--- src/rtl/wlvl_pkg.sv ---
package wlvl_pkg;
  typedef enum logic [2:0] {
    ST_IDLE, ST_ENTRY, ST_PULSE, ST_WAIT, ST_FSET, ST_FCHK, ST_FIN, ST_HOLD
  } wl_state_e;
endpackage

--- src/rtl/wlvl_timer.sv ---
module wlvl_timer #(
  parameter int W = 6
) (
  input  logic         clk,
  input  logic         rst_n,
  input  logic         load,
  input  logic [W-1:0] load_val,
  output logic         expired
);
  logic [W-1:0] cnt_q;

  always_ff @(posedge clk or negedge rst_n) begin
    if (!rst_n)            cnt_q <= '0;
    else if (load)         cnt_q <= load_val;
    else if (cnt_q != '0)  cnt_q <= cnt_q - 1'b1;
  end

  assign expired = (cnt_q == '0);

  // a load of a nonzero value is never seen as expired on the next cycle
  assert_timer_load_R3: assert property (@(posedge clk) disable iff (!rst_n)
    (load && load_val != '0) |=> !expired);
endmodule

--- src/rtl/wlvl_lane.sv ---
module wlvl_lane #(
  parameter int OW     = 8,
  parameter int COARSE = 8,
  parameter int KW     = $clog2(COARSE)
) (
  input  logic          clk,
  input  logic          rst_n,
  input  logic          init,
  input  logic          c_smp,
  input  logic [KW-1:0] c_idx,
  input  logic          c_step,
  input  logic          f_set,
  input  logic          f_smp,
  input  logic          fb,
  output logic          act,
  output logic          err,
  output logic [OW-1:0] off
);
  localparam int STEP = (1 << OW) / COARSE;

  logic [COARSE-1:0] smp_q;
  logic [OW-1:0]     base_q;
  logic              done_q;
  logic              rise_hit;
  logic [KW-1:0]     rise_idx;
  logic [OW:0]       bound;

  // lowest index i with sample i-1 low and sample i high
  always_comb begin
    rise_hit = 1'b0;
    rise_idx = '0;
    for (int i = COARSE - 1; i >= 1; i--) begin
      if (!smp_q[i-1] && smp_q[i]) begin
        rise_hit = 1'b1;
        rise_idx = KW'(i);
      end
    end
  end

  assign bound = {1'b0, base_q} + (OW+1)'(STEP);

  always_ff @(posedge clk or negedge rst_n) begin
    if (!rst_n) begin
      smp_q <= '0; base_q <= '0; off <= '0;
      act <= 1'b0; err <= 1'b0; done_q <= 1'b0;
    end else if (init) begin
      smp_q <= '0; base_q <= '0; off <= '0;
      act <= 1'b0; err <= 1'b0; done_q <= 1'b0;
    end else begin
      if (c_smp)  smp_q[c_idx] <= fb;
      if (c_step) off <= off + OW'(STEP);
      if (f_set) begin
        if (rise_hit) begin
          base_q <= OW'((rise_idx - 1'b1) * STEP);
          off    <= OW'((rise_idx - 1'b1) * STEP + 1);
          act    <= 1'b1;
        end else begin
          err <= 1'b1;
          off <= '0;
        end
      end
      if (f_smp && act) begin
        if (fb) begin
          act    <= 1'b0;
          done_q <= 1'b1;
        end else if ({1'b0, off} == bound) begin
          act <= 1'b0;
          err <= 1'b1;
          off <= '0;
        end else begin
          off <= off + 1'b1;
        end
      end
    end
  end

  // a lane is searching, failed or finished, never two at once
  assert_lane_state_R8: assert property (@(posedge clk) disable iff (!rst_n)
    $onehot0({act, err, done_q}));
  // the fine walk never passes the next coarse boundary
  assert_fine_bound_R8: assert property (@(posedge clk) disable iff (!rst_n)
    act |-> ({1'b0, off} <= bound && off > base_q));
  // a finished lane holds its offset until the next run
  assert_hold_R9: assert property (@(posedge clk) disable iff (!rst_n)
    (done_q && !init) |=> (done_q && $stable(off)));
endmodule

--- src/rtl/wlvl_total.sv ---
module wlvl_total #(
  parameter int OW      = 8,
  parameter int CW      = 2,
  parameter int TW      = 10,
  parameter int MAX_TOT = 736
) (
  input  logic [CW-1:0] cyc,
  input  logic          half,
  input  logic [OW-1:0] off,
  output logic [TW-1:0] total
);
  localparam int SW = TW + 2;
  logic [SW-1:0] sum;

  always_comb begin
    sum = (SW'(cyc) << OW) + (SW'(half) << (OW - 1)) + SW'(off);
    total = (sum > SW'(MAX_TOT)) ? TW'(MAX_TOT) : sum[TW-1:0];
  end

  // the composed delay never exceeds the physical maximum
  assert_total_cap_R11: assert final (total <= TW'(MAX_TOT));
endmodule

--- src/rtl/wlvl_search.sv ---
module wlvl_search #(
  parameter int LANES     = 4,
  parameter int OW        = 8,
  parameter int CW        = 2,
  parameter int TW        = 10,
  parameter int BYTE_W    = 8,
  parameter int COARSE    = 8,
  parameter int ENTRY_CYC = 40,
  parameter int WAIT_CYC  = 16,
  parameter int MAX_TOT   = 736
) (
  input  logic                   clk,
  input  logic                   rst_n,
  input  logic                   wl_en,
  input  logic [LANES*CW-1:0]    cyc_preset,
  input  logic [LANES-1:0]       half_preset,
  input  logic [LANES*BYTE_W-1:0] dq_fb,
  output logic                   dqs_oe,
  output logic                   dqs_strobe,
  output logic                   meas_upd,
  output logic                   en_clear,
  output logic [LANES-1:0]       lane_err,
  output logic [LANES*OW-1:0]    lane_off,
  output logic [LANES*TW-1:0]    lane_total
);
  import wlvl_pkg::*;

  localparam int KW   = $clog2(COARSE);
  localparam int MAXC = (ENTRY_CYC > WAIT_CYC) ? ENTRY_CYC : WAIT_CYC;
  localparam int TMW  = $clog2(MAXC + 1);

  wl_state_e            st_q;
  logic [KW-1:0]        k_q;
  logic                 fine_q;
  logic [LANES*CW-1:0]  cyc_q;
  logic [LANES-1:0]     half_q;
  logic [LANES-1:0]     act;
  logic                 start, entry_end, smp_now, c_smp, c_step, f_smp, f_set;
  logic                 any_act, t_load, t_exp;
  logic [TMW-1:0]       t_val;

  assign start     = (st_q == ST_IDLE) && wl_en;
  assign entry_end = (st_q == ST_ENTRY) && t_exp;
  assign smp_now   = (st_q == ST_WAIT) && t_exp;
  assign c_smp     = smp_now && !fine_q;
  assign f_smp     = smp_now && fine_q;
  assign c_step    = c_smp && (k_q != KW'(COARSE - 1));
  assign f_set     = (st_q == ST_FSET);
  assign any_act   = |act;

  assign t_load = start || (st_q == ST_PULSE);
  assign t_val  = start ? TMW'(ENTRY_CYC - 1) : TMW'(WAIT_CYC - 1);

  wlvl_timer #(.W(TMW)) u_timer (
    .clk(clk), .rst_n(rst_n), .load(t_load), .load_val(t_val), .expired(t_exp)
  );

  always_ff @(posedge clk or negedge rst_n) begin
    if (!rst_n) begin
      st_q <= ST_IDLE; k_q <= '0; fine_q <= 1'b0;
      cyc_q <= '0; half_q <= '0;
    end else begin
      case (st_q)
        ST_IDLE:  if (wl_en) begin
                    st_q <= ST_ENTRY;
                    cyc_q <= cyc_preset;
                    half_q <= half_preset;
                  end
        ST_ENTRY: if (t_exp) begin
                    st_q <= ST_PULSE; k_q <= '0; fine_q <= 1'b0;
                  end
        ST_PULSE: st_q <= ST_WAIT;
        ST_WAIT:  if (t_exp) begin
                    if (fine_q)                           st_q <= ST_FCHK;
                    else if (k_q == KW'(COARSE - 1))      st_q <= ST_FSET;
                    else begin k_q <= k_q + 1'b1;         st_q <= ST_PULSE; end
                  end
        ST_FSET:  begin st_q <= ST_FCHK; fine_q <= 1'b1; end
        ST_FCHK:  st_q <= any_act ? ST_PULSE : ST_FIN;
        ST_FIN:   st_q <= ST_HOLD;
        ST_HOLD:  if (!wl_en) st_q <= ST_IDLE;
        default:  st_q <= ST_IDLE;
      endcase
    end
  end

  assign dqs_oe     = (st_q != ST_IDLE) && (st_q != ST_HOLD);
  assign dqs_strobe = (st_q == ST_PULSE);
  assign en_clear   = (st_q == ST_FIN);
  assign meas_upd   = entry_end || c_step || ((st_q == ST_FCHK) && any_act) || en_clear;

  for (genvar g = 0; g < LANES; g++) begin : g_lane
    wlvl_lane #(.OW(OW), .COARSE(COARSE), .KW(KW)) u_lane (
      .clk(clk), .rst_n(rst_n), .init(entry_end),
      .c_smp(c_smp), .c_idx(k_q), .c_step(c_step),
      .f_set(f_set), .f_smp(f_smp), .fb(dq_fb[g*BYTE_W]),
      .act(act[g]), .err(lane_err[g]), .off(lane_off[g*OW +: OW])
    );
    wlvl_total #(.OW(OW), .CW(CW), .TW(TW), .MAX_TOT(MAX_TOT)) u_total (
      .cyc(cyc_q[g*CW +: CW]), .half(half_q[g]),
      .off(lane_off[g*OW +: OW]), .total(lane_total[g*TW +: TW])
    );
  end

  // a strobe is only ever sent with the strobe pins driven
  assert_strobe_oe_R3: assert property (@(posedge clk) disable iff (!rst_n)
    dqs_strobe |-> dqs_oe);
  // a strobe is one cycle wide
  assert_strobe_width_R3: assert property (@(posedge clk) disable iff (!rst_n)
    dqs_strobe |=> !dqs_strobe);
  // completion carries the final force-measure and releases the pins
  assert_fin_measure_R10: assert property (@(posedge clk) disable iff (!rst_n)
    en_clear |-> meas_upd);
  assert_fin_release_R10: assert property (@(posedge clk) disable iff (!rst_n)
    en_clear |=> (!dqs_oe && !en_clear));
  // completion never comes while any lane is still searching
  assert_all_done_R9: assert property (@(posedge clk) disable iff (!rst_n)
    en_clear |-> !any_act);
endmodule

--- config.mk ---
export PLATFORM = sky130hd
export DESIGN_NAME = wlvl_search
export DESIGN_NICKNAME = d
export VERILOG_FILES = /design/src/rtl/wlvl_pkg.sv /design/src/rtl/wlvl_timer.sv /design/src/rtl/wlvl_lane.sv /design/src/rtl/wlvl_total.sv /design/src/rtl/wlvl_search.sv
export SDC_FILE = /design/constraint.sdc
export NUM_CORES = 1
export LEC_CHECK = 0
export ABC_CLOCK_PERIOD_IN_PS = 4800
export BUFFER_PORTS_ARGS = -buffer_cell sky130_fd_sc_hd__buf_4
export CORE_MARGIN = 10
export CORE_UTILIZATION = 63
export DETAILED_ROUTE_END_ITERATION = 7
export PLACE_DENSITY = 0.87
export SYNTH_ARGS = -nofsm -noshare
export SYNTH_HDL_FRONTEND = slang
export SYNTH_HIERARCHICAL = 1
export SYNTH_SLANG_ARGS = --single-unit
--- constraint.sdc ---
create_clock -name clk -period 4.8 [get_ports clk]
set_clock_uncertainty 0.1 [all_clocks]
set_input_delay 0.72 -clock clk [delete_from_list [all_inputs] [get_ports clk]]
set_output_delay 0.72 -clock clk [all_outputs]
set_load 0.02 [all_outputs]
==> results of run 1 <==
-- through the flow --
step / total power, mW / instances / hold WS [ns] / worst slack (ns)
2_1_floorplan: 3.57 / 879 / 0.324 / 1.78
3_3_place_gp: 4.23 / 1130 / 0.397 / 1.74
3_5_place_dp: 4.33 / 1130 / 0.400 / 1.69
4_1_cts: 5.24 / 1146 / 0.342 / 1.33
5_1_grt: 5.63 / 1146 / 0.367 / 1.19
6_report: 5.24 / 1146 / 0.324 / 1.34
-- final timing paths --
check	to	slack, ns	cells past startpoint
max in group asynchronous	g_lane[0].u_lane/base_q[7]$_DFFE_PN0P_	3.54	2
min in group clk	g_lane[1].u_lane/err$_DFF_PN0_	0.41	1
hold / removal	g_lane[1].u_lane/off[1]$_DFF_PN0_	0.32	2
setup reg to reg	g_lane[2].u_lane/off[3]$_DFF_PN0_	1.61	7
setup / recovery	lane_total[30]	1.34	6
hold reg to reg	g_lane[1].u_lane/err$_DFF_PN0_	0.41	1
-- registers in the layout, summed over array words and instances (netlist names), 4 cells and up --
| register | cells |
|---|---|
| g_lane.u_lane/act | 4 |
| u_timer/cnt_q | 6 |
| g_lane.u_lane/err | 4 |
| g_lane.u_lane/base_q | 12 |
| g_lane.u_lane/smp_q | 32 |
| g_lane.u_lane/off | 32 |
| half_q | 4 |
| cyc_q | 8 |
-- power breakdown --
part / total [mW] / internal, mW / switching (mW)
Combinational: 2.62 / 1.23 / 1.39
Sequential: 1.75 / 1.21 / 0.540
Clock: 0.863 / 0.524 / 0.339
Total: 5.24 / 2.96 / 2.27
-- area by class of cell --
cell class | instances | area [um2]
multi-input cells | 696 | 4930
fillers | 941 | 3330
flip-flops and latches | 109 | 2730
repair buffers | 107 | 803
clock buffers | 12 | 246
well taps | 172 | 215
inverters | 46 | 173
clock inverters | 4 | 95.1
-- cells by family after synthesis --
| group | after synthesis | share of synthesized area |
|---|---|---|
| adder cells (fa/ha/maj) | 32 | 0.0500 |
| AO/OA/AOI/OAI | 182 | 0.169 |
| other | 2 | 0.000938 |
| XOR/XNOR | 36 | 0.0462 |
| AND/OR/NAND/NOR | 389 | 0.275 |
| multiplexers | 53 | 0.0714 |
| flip-flops | 109 | 0.341 |
| buffers and inverters | 74 | 0.0470 |
-- per-layer routing --
layer | vias to the layer above | global-route usage | wire length, um
li1 | 3370 | - | -
met1 | 3451 | 0.276 | 8610
met2 | 184 | 0.373 | 9730
met3 | 25 | 0.0526 | 1050
met4 | 0 | 0.0611 | 282
met5 | - | 0 | 0
-- placed cells by master (no fill, tap or decap), types with 25 or more instances in the layout --
cell type / count
sky130_fd_sc_hd__dfrtp_1: 109
sky130_fd_sc_hd__buf_4: 107
sky130_fd_sc_hd__nor2_1: 94
sky130_fd_sc_hd__nand2_1: 67
sky130_fd_sc_hd__inv_1: 46
sky130_fd_sc_hd__mux2i_1: 41
sky130_fd_sc_hd__a21oi_1: 33
sky130_fd_sc_hd__ha_1: 32
sky130_fd_sc_hd__o21ai_0: 29
sky130_fd_sc_hd__nor3_1: 26
sky130_fd_sc_hd__and2_1: 25
==> results.md, run 1 <==
Run status:
- The flow ran to the end, and the final reports show no timing, DRC or antenna violations.

Power and ir drop:
- VDD sags by at most about 290 uV.
- The static leakage is approximately 4.3 nW.
- Dividing total power by cell area gives a power density of approximately 570 nW/um2.

Logic synthesis:
- During synthesis, Yosys emitted a total of 6 warnings.
- For this run, asynchronously set or reset flops after synthesis account for 1.00.
- In the synthesized netlist the dominant register cell turns out to be sky130_fd_sc_hd__dfrtp_1.
- The post-synthesis cell area is approximately 8000 um2.
- Counting flops and latches in the post-synthesis netlist gives about 110.
- The share of the synthesized area in the top cell type is 0.341.
- The most common cell in the netlist is sky130_fd_sc_hd__dfrtp_1.
- The top cell type by total area after synthesis is sky130_fd_sc_hd__dfrtp_1.
- The number of enable-type register cells in the synthesized netlist is 0.
- Counting every instance in the synthesized netlist gives 877.
- The commonest cells after synthesis are 109 x sky130_fd_sc_hd__dfrtp_1, 96 x sky130_fd_sc_hd__nor2_1, 67 x sky130_fd_sc_hd__nand2_1, 46 x sky130_fd_sc_hd__inv_1, 41 x sky130_fd_sc_hd__mux2i_1.
- The count of cell types in the netlist is 68.
- The part of the Yosys area used for sequential elements is 0.341.
- The mean instance size in the synthesized netlist is roughly 9.1 um2.
- After synthesis, the cell types taking the most area are sky130_fd_sc_hd__dfrtp_1 34%, sky130_fd_sc_hd__mux2i_1 5.1%, sky130_fd_sc_hd__ha_1 5.0%.

Die:
- The full die area is around 18000 um2.
- From bottom edge to top edge, the die measures 133 um.
- The floorplan step set the die width to ~130 um.
- In this run the count of I/O pins placed on the die edge is about 130.
- The site row count is 41.
- For this configuration, the core starts out at a cell density of 0.640.
- The core outline area is about 13000 um2.

Worst setup path:
- The slowest cell on the critical path is sky130_fd_sc_hd__or4_4.
- Of all nets on the critical path, the largest fanout is 5.
- The number of buffers and inverters on the critical path is 1.
- The critical path is of the reg2out type.
- The kind of cell adding the most delay to the critical path is simple AND/OR/NAND/NOR gates.
- STA classifies the critical path startpoint as a register.
- At the worst endpoint, the arrival time is about 2.6 ns.
- The launch instance of the worst register-to-register path is u_timer/cnt_q[2]$_DFFE_PN0P_.
- The most common cell type on the critical path is sky130_fd_sc_hd__ha_1.
- The data required time at the worst endpoint is 3.98 ns.
- The origin of the worst setup path is g_lane[3].u_lane/off[7]$_DFF_PN0_.
- In this design, the stage delay of the slowest critical-path cell is 0.55 ns.
- Walking the worst path, the cells encountered are ha_1 -> ha_1 -> or4_4 -> o311ai_2 -> and3b_1 -> buf_4.
- STA classifies the critical path endpoint as a primary output.

Clock tree:
- The quantity of hold-fixing buffers added after cts is 0.
- In this run, post-CTS repair resized a total of 0 instances.
- Clock-pin slew was measured on the worst setup and hold paths at roughly 0.07 ns.
- The clock net in this run drives a total of about 110 sinks.
- The clock insertion delay at the later pin of the skew report is 0.36 ns.
- Clock tree synthesis selected as its root buffer the cell sky130_fd_sc_hd__clkbuf_16.
- TritonCTS built the clock tree.
- In this run, CTS created clock tree buffers numbering 9.
- The longest clock path from root to sink contains 2 buffers.
- Post-CTS timing repair inserted 0 buffers for setup.
- The H-tree level count is 3.

Timing:
- Setup violations remaining at the end of the flow were counted as 0.
- The number of failing hold endpoints at the final stage is 0.
- The total count of max-transition violations in the final report is 0.
- Timing would allow up to between 200 and 300 MHz.
- The slew of the pin with the lowest slew margin is around 1.0 ns.
- Setup repair after global routing left no endpoint under its margin.
- Dividing the final minimum period by the clock period gives 0.720.
- Measured against its own limit, the worst slew margin works out to 0.303.
- The time the final worst path needs with I/O delays and setup is around 3.5 ns.
- The total negative slack for setup checks is 0 ns.

Global routing:
- The via count of the first global-routing pass came to between 6000 and 7000.
- The global-route wire length before repair is 33.4 mm.
- The largest net degree at the start of global routing is 70.
- For this run the aggregate overflow at the end of global routing stands at 0.
- The overall fraction of global-route tracks in use is 0.221.
- The number of antenna violations at the first check in global routing is 0.

Final layout:
- The number of nets in the layout is between 1000 and 1500.
- In the final layout, the share of cells above drive strength 1 is 0.193.
- Measured on the finished design, the core utilization comes to 0.734.
- The area growth from synthesis to layout is 14.7%.
- The number of antenna diodes is 0.
- The area of all placed cells without fillers is just over 9000 um2.

Flow run:
- The tool flagged a number of max-cap violations equal to 0.

Detailed routing:
- For this block, the routed nets add up to around 20 mm of wire.
- In the routed design, unresolved DRC markers number 0.
- The number of DRC violations after detailed-routing iteration 0 is ~520.
- The number of iterations in the first detailed-routing pass is 5.
- The via count normalized by instance count is about 6.1.
- The routed length per instance is between 15 and 20 um.
- The via count is ~7000.
- The remaining antenna violation count is 0.

Placement:
- Summed over all nets, the half-perimeter wirelength after detailed placement is between 10 and 15 mm.
- The total of buffers placed on input and output ports is 98.
- Once placement finished, the instance area stood at about 8800 um2.
- The congestion estimate from routability-driven global placement came to 0.874.

Min path:
- In this run the worst hold path is classified as in2async.
(Power assumes the default switching activity.)
==> run 2, diff against run 1 <==
- ABC_CLOCK_PERIOD_IN_PS: 4800 -> 3300
- CORE_UTILIZATION: 63 -> 58
- PLACE_DENSITY: 0.87 -> 0.81
- clock period: 4.8 -> 3.3 ns (I/O delays scaled with it)
==> results.md, run 2 (synthesis gave the netlist of run 1 again) <==
Run status:
- The run finished with clean final reports.

Worst setup path:
- In this run the worst setup path begins at g_lane[1].u_lane/off[7]$_DFF_PN0_.
- The capturing element of the worst setup path is lane_total[10].
- The start-to-end type of the worst setup path is reg2out.
- For flop-to-flop paths, the worst setup slack is approximately 0.31 ns.
- The worst endpoint data arrival time is ~2.6 ns.
- The launch instance of the worst register-to-register path is u_timer/cnt_q[4]$_DFFE_PN0P_.
- The worst register-to-register path ends at g_lane[2].u_lane/off[7]$_DFF_PN0_.
- The data required time at the worst endpoint is around 2.7 ns.
- The highest net fanout along the worst path is 5.
- The kind of launch point of the worst setup path is a register.
- The number of cells on the worst reg-to-reg path is 8.
- The worst setup path is captured at a primary output.

Timing:
- The total of endpoints with negative setup slack in the final report is 0.
- In the finished design, the share of the clock period the worst path needs comes to 0.964.
- The number of failing hold endpoints at the final stage is 0.
- The time the final worst path needs with I/O delays and setup is between 3 and 4 ns.
- In the final timing run, aggregate negative setup slack is 0 ns.
- The slew of the pin with the lowest slew margin is between 0.7 and 0.8 ns.
- Static timing analysis puts the maximum clock frequency at 314 MHz.
- The remaining max-slew budget at the tightest pin is 0.480.
- The total count of max-transition violations in the final report is 0.
- Setup repair after global routing left no endpoint under its margin.
- The smallest setup slack after layout is ~0.12 ns.

Power and ir drop:
- The static leakage is ~4.3 nW.
- The power density normalized to cell area is 806 nW/um2.
- The maximum vdd drop is about 460 uV.

Final layout:
- Once layout is complete, the utilization of the core stands at 0.690.
- The count of filler cells inserted in the layout is about 1100.
- The area taken by flip-flops and latches is 2730 um2.
- The commonest non-fill, non-tap cell in the layout is sky130_fd_sc_hd__dfrtp_1.
- In the final layout, the registers with the most flip-flops are g_lane.u_lane/off: 32 flops, g_lane.u_lane/smp_q: 32 flops, g_lane.u_lane/base_q: 12 flops.
- The area growth from synthesis to layout is 15.5%.
- In the layout the commonest cells are 109 x sky130_fd_sc_hd__dfrtp_1, 108 x sky130_fd_sc_hd__buf_4, 94 x sky130_fd_sc_hd__nor2_1.
- In the final layout, the multi-input gates occupy slightly below 5000 um2.
- The number of nets in the layout is around 1100.
- The repair_antennas step left the layout with diodes totalling 0.
- Of the cells placed in the final design, the portion with a size suffix greater than 1 is 0.195.

Clock tree:
- The number of clock sinks is around 110.
- Clock latency on the worst-skew pair, taken at its later pin, is 0.36 ns.
- No sink is reached through more buffers than the 2 on the longest clock path.
- Clock-pin slew was measured on the worst setup and hold paths at ~0.07 ns.
- The H-tree was split into 3 levels.
- After clock tree synthesis, the setup repair step added 0 buffers.
- In this run the clock root is driven by a sky130_fd_sc_hd__clkbuf_16.
- Buffers inserted during clock tree synthesis total 9.
- TritonCTS built the clock tree.

Global routing:
- The global-route wire length before repair is roughly 32 mm.
- The via count of the first global-routing pass is 6453.
- Entering global routing, the biggest net connects a little under 60 pins.
- Summed over all layers, the global routing overflow is 0.
- The number of antenna violations at the first check in global routing is 0.
- For this run, the total global-route usage over all layers was measured as 0.205.

Die:
- Row generation in the floorplan step produced 42 rows.
- The width of the die is approximately 140 um.
- The initial cell density of the core is 0.598.
- Pin placement for this block handled 127 I/O pins.
- The core outline area is 13400 um2.
- The die covers between 15000 and 20000 um2.
- The vertical extent of the die is roughly 140 um.

Detailed routing:
- The number of iterations in the first detailed-routing pass is 5.
- The detailed-route wire length is 19.4 mm.
- The remaining antenna violation count is 0.
- In the routed design, unresolved DRC markers number 0.
- The via count normalized by instance count is approximately 6.0.
- The routed length per instance is ~17 um.
- In this run, the number of DRC markers left after iteration 0 of detailed routing was roughly 480.
- The via count is 6906.

Flow run:
- The max-cap check violation count is 0.

Placement:
- The detailed placement HPWL is 13.8 mm.
- The total of buffers placed on input and output ports is 98.
- At the end of routability-driven placement, the weighted congestion stood at about 0.86.
- OpenSTA, run right after detailed placement, puts the worst setup slack at between 0.4 and 0.5 ns.

Min path:
- In this run the worst hold path is classified as in2async.
==> run 2: through the flow <==
step / instance area (um2) / hold WS, ns / total power [mW] / instances
3_5_place_dp: 8940 / 0.399 / 6.33 / 1139
3_3_place_gp: 8940 / 0.398 / 6.20 / 1139
2_1_floorplan: 8020 / 0.0994 / 5.19 / 879
5_1_grt: 9250 / 0.171 / 8.02 / 1153
4_1_cts: 9220 / 0.142 / 7.44 / 1153
6_report: 9250 / 0.116 / 7.45 / 1153
==> run 2: worst min-delay path by stage <==
stage | start | end | slack (ns) | depth (start not counted)
floorplan | rst_n | cyc_q[0]$_DFFE_PN0P_ | 0.1 | 0
global route | rst_n | g_lane[1].u_lane/off[1]$_DFF_PN0_ | 0.17 | 1
CTS | rst_n | g_lane[1].u_lane/off[1]$_DFF_PN0_ | 0.14 | 1
finish | rst_n | g_lane[1].u_lane/off[1]$_DFF_PN0_ | 0.12 | 1
global placement | g_lane[2].u_lane/err$_DFF_PN0_ | g_lane[2].u_lane/err$_DFF_PN0_ | 0.40 | 1
detailed placement | g_lane[2].u_lane/err$_DFF_PN0_ | g_lane[2].u_lane/err$_DFF_PN0_ | 0.40 | 1
==> run 2: repair_timing <==
item                       4_1_cts  5_1_grt
setup endpoints to repair        0        3
gates resized for setup          0        3
hold buffers                     0        0
==> run 2: metal layers <==
| layer | vias up | global-route usage | part of all wire |
|---|---|---|---|
| met3 | 26 | 0.0426 | 0.060 |
| met1 | 3321 | 0.272 | 0.45 |
| met5 | - | 0 | 0 |
| li1 | 3387 | - | - |
| met2 | 172 | 0.328 | 0.47 |
| met4 | 0 | 0.0638 | 0.016 |
==> run 2: power by group <==
group | switching [mW] | internal, mW
clock network | 0.477 | 0.601
registers | 0.639 | 1.76
logic | 2.16 | 1.82
total | 3.27 | 4.18
==> run 2: critical path, cell delays in order (launching register included) <==
cell                       delay [ns]
sky130_fd_sc_hd__dfrtp_1         0.45
sky130_fd_sc_hd__ha_1            0.25
sky130_fd_sc_hd__ha_1            0.32
sky130_fd_sc_hd__or4_4           0.54
sky130_fd_sc_hd__o311ai_2        0.31
sky130_fd_sc_hd__and3b_1         0.21
sky130_fd_sc_hd__buf_4           0.14
==> run 2: cell type report <==
type	count	area share
inverters	46	0.0187
clock inverters	2	0.00379
repair buffers	112	0.0963
clock buffers	12	0.0267
well taps	176	0.0238
multi-input cells	696	0.536
flip-flops and latches	109	0.295
==> run 3, diff against run 2 <==
- CORE_MARGIN: 10 -> default
- CORE_UTILIZATION: 58 -> 40
- PLACE_DENSITY: 0.81 -> default
==> results.md, run 3 (synthesis gave the netlist of run 1 again) <==
Worst setup path:
- Tracing the worst setup path back leads to its startpoint at g_lane[0].u_lane/off[7]$_DFF_PN0_.
- STA classifies the critical path endpoint as a primary output.
- The worst endpoint data arrival time is between 2 and 3 ns.
- The number of buffer and inverter stages on the critical path is 1.
- Among the stages of the critical path, the cell type that occurs most often is sky130_fd_sc_hd__ha_1.
- The critical path runs through a total of 6 cells.
- The largest stage delay on the critical path is 0.54 ns.
- Among cell families on the critical path, the largest total delay comes from simple AND/OR/NAND/NOR gates.
- The data required time at the worst endpoint is roughly 2.7 ns.
- The startpoint identified for the worst register-to-register timing path is u_timer/cnt_q[2]$_DFFE_PN0P_.
- Of all nets on the critical path, the largest fanout is 5.
- The worst setup path is launched from a register.
- For flop-to-flop paths, the worst setup slack is 0.56 ns.
- The signal on the critical path passes through ha_1 -> ha_1 -> or4_4 -> o311ai_2 -> and3b_1 -> buf_4.
- The critical path ends at lane_total[0].
- Among all stages on the critical path, the largest delay is contributed by sky130_fd_sc_hd__or4_4.
- The number of cells on the worst reg-to-reg path is 8.
- In this run the critical register-to-register path is captured at g_lane[2].u_lane/off[0]$_DFF_PN0_.
- The worst setup path is of the reg2out kind.

Final layout:
- The final instance count without filler cells is 1244.
- The share of the core filled with cells in the final layout is 0.483.
- The largest registers in the layout are g_lane.u_lane/off: 32 flops, g_lane.u_lane/smp_q: 32 flops, g_lane.u_lane/base_q: 12 flops.
- The ratio of cells with drive above 1 in the final layout is 0.199.
- The library cells used most frequently in the layout, excluding fill and tap cells, are 109 x sky130_fd_sc_hd__dfrtp_1, 109 x sky130_fd_sc_hd__buf_4, 94 x sky130_fd_sc_hd__nor2_1.
- 0 antenna diodes ended up in the layout.
- The count of filler cells inserted in the layout is 1861.
- With fillers left out, the area of the finished cells amounts to approximately 9400 um2.
- After the last flow step, the layout net total stands at 1054.
- Relative to the synthesized area, the layout overhead comes to 17.9%.

Detailed routing:
- The routed length per instance is between 15 and 20 um.
- The number of DRC violations after detailed-routing iteration 0 is ~450.
- Before antenna repair, the detailed router went through 5 iterations.
- For this block, the via count after detailed routing is approximately 6800.
- In this run the remaining antenna-violating nets after routing total 0.
- Summed over all layers, the routed wires come to roughly 19 mm.
- The DRC violation count after routing is 0.
- In the routed layout, each cell is associated on average with a via count of 5.44.

Timing:
- Setup total negative slack on the finished layout was measured at 0 ns.
- The number of failing hold endpoints at the final stage is 0.
- The total count of max-transition violations in the final report was 0.
- Setup repair after global routing left no endpoint under its margin.
- The worst hold slack is approximately 0.03 ns.
- The final worst-path cycle share is 0.959.
- The maximum frequency from static timing analysis is between 300 and 400 MHz.
- Measured against its own limit, the worst slew margin works out to 0.555.
- The routed design could run at a clock period as short as roughly 3.2 ns.
- The total of endpoints with negative setup slack in the final report is 0.
- The slew of the pin with the lowest slew margin is around 0.66 ns.
- The smallest setup slack after layout is ~0.13 ns.

Clock tree:
- The quantity of hold-fixing buffers added after cts is 0.
- The worst-case clock buffer depth is 2.
- The clock tree synthesis step divided the H-tree into 3 levels.
- In this run, CTS created clock tree buffers numbering 9.
- After clock tree synthesis, the clock-pin slew on the worst setup and hold paths is about 0.070 ns.
- Clock tree synthesis selected as its root buffer the cell sky130_fd_sc_hd__clkbuf_16.
- The number of clock sinks is between 100 and 150.
- TritonCTS built the clock tree.
- For the worst-skew pair, the clock arrives at the later sink with an insertion delay of approximately 0.36 ns.

Die:
- The full die area is roughly 20000 um2.
- 127 I/O pins were placed.
- The die is between 100 and 150 um wide.
- The site row count is between 50 and 60.
- From bottom edge to top edge, the die measures 143 um.
- The core outline area is 19500 um2.
- For this configuration, the core starts out at a cell density of 0.410.

Flow run:
- Max-cap violations in this run came to 0.

Placement:
- The worst slack after detailed placement is roughly 0.48 ns.
- The total placed instance area is about 9000 um2.
- Routability-driven placement finished with a final weighted congestion of between 0.7 and 0.8.
- The number of placed instances with taps included is between 1000 and 1500.
- Once detailed placement completed, the half-perimeter wirelength came to around 13 mm.
- The total of buffers placed on input and output ports is a little under 100.

Min path:
- In this run the worst hold path is classified as in2async.

Power and ir drop:
- The power density normalized to cell area is 804 nW/um2.
- Of the total power, the clock network draws 0.168.
- The sequential share of power is 0.317.
- The portion of total power attributed to combinational logic is 0.514.
- The net switching share of the total power is 0.426.
- The static leakage is between 4 and 5 nW.
- The design draws 7.59 mW.
- The internal portion of total power is around 4.4 mW.
- The maximum vdd drop is roughly 270 uV.
- Summed over all nets, the switching power comes to ~3.2 mW.

Run status:
- The flow ran to the end, and the final reports show no timing, DRC or antenna violations.

Global routing:
- The number of antenna violations at the first check in global routing is 0.
- Entering global routing, the biggest net connects 44 pins.
- The global-route wire length before repair is roughly 31 mm.
- The via count of the first global-routing pass is 6093.
- The overall fraction of global-route tracks in use is 0.189.
- The total overflow left after global routing is 0.
## run 3: changes by cell type in the layout (fill, tap and decap cells not counted)
cell,delta
sky130_fd_sc_hd__clkbuf_8,+1
sky130_fd_sc_hd__nor2_4,+1
sky130_fd_sc_hd__clkbuf_1,-2
sky130_fd_sc_hd__nor2_2,-1
sky130_fd_sc_hd__buf_4,+1
sky130_fd_sc_hd__bufinv_16,+2
## run 3: worst register-to-register path: stages, from the launching register on
cell                       delay (ns)
sky130_fd_sc_hd__dfrtp_1         0.45
sky130_fd_sc_hd__nor4_2          0.39
sky130_fd_sc_hd__and2_4          0.28
sky130_fd_sc_hd__nand4b_1        0.23
sky130_fd_sc_hd__nor2_1          0.24
sky130_fd_sc_hd__buf_4           0.18
sky130_fd_sc_hd__and3b_1         0.22
sky130_fd_sc_hd__o211ai_1        0.29
sky130_fd_sc_hd__o22ai_1         0.27
## run 3: timing repair
| action | CTS | global route |
|---|---|---|
| gates resized for setup | 0 | 3 |
| setup endpoints to repair | 0 | 3 |
| setup buffers | 0 | 0 |
## run 3: per-layer routing
layer	track usage	part of all wire	up-vias
met5	0	0	-
met4	0.0554	0.011	0
met3	0.0223	0.046	13
met2	0.294	0.45	124
met1	0.274	0.49	3244
li1	-	-	3387
## run 3: how the worst min path moves through the flow
stage,start,to,slack [ns],cells after the start
finish,rst_n,g_lane[3].u_lane/off[1]$_DFF_PN0_,0.03,1
global route,rst_n,g_lane[3].u_lane/off[1]$_DFF_PN0_,0.08,1
CTS,rst_n,g_lane[3].u_lane/off[1]$_DFF_PN0_,0.06,1
detailed placement,g_lane[2].u_lane/err$_DFF_PN0_,g_lane[2].u_lane/err$_DFF_PN0_,0.40,1
global placement,g_lane[2].u_lane/err$_DFF_PN0_,g_lane[2].u_lane/err$_DFF_PN0_,0.40,1
floorplan,rst_n,cyc_q[0]$_DFFE_PN0P_,0.1,0
## run 3: area by class of cell
type                            instances  area (um2)  share of cell area
Inverter                               46         173              0.0183
Multi-Input combinational cell        696        4960               0.526
Tap cell                              265         332              0.0351
Sequential cell                       109        2730               0.289
Timing Repair Buffer                  113         898              0.0952
Clock inverter                          4        95.1              0.0101
Clock buffer                           11         253              0.0268
## run 3: power groups by stage
| stage | clock network [mW] | logic (mW) | registers (mW) |
|---|---|---|---|
| 2_1_floorplan | 0 | 2.77 | 2.42 |
| 3_3_place_gp | 0 | 3.84 | 2.42 |
| 3_5_place_dp | 0 | 3.88 | 2.43 |
| 4_1_cts | 1.32 | 3.90 | 2.41 |
| 5_1_grt | 1.37 | 4.33 | 2.50 |
| 6_report | 1.28 | 3.90 | 2.41 |
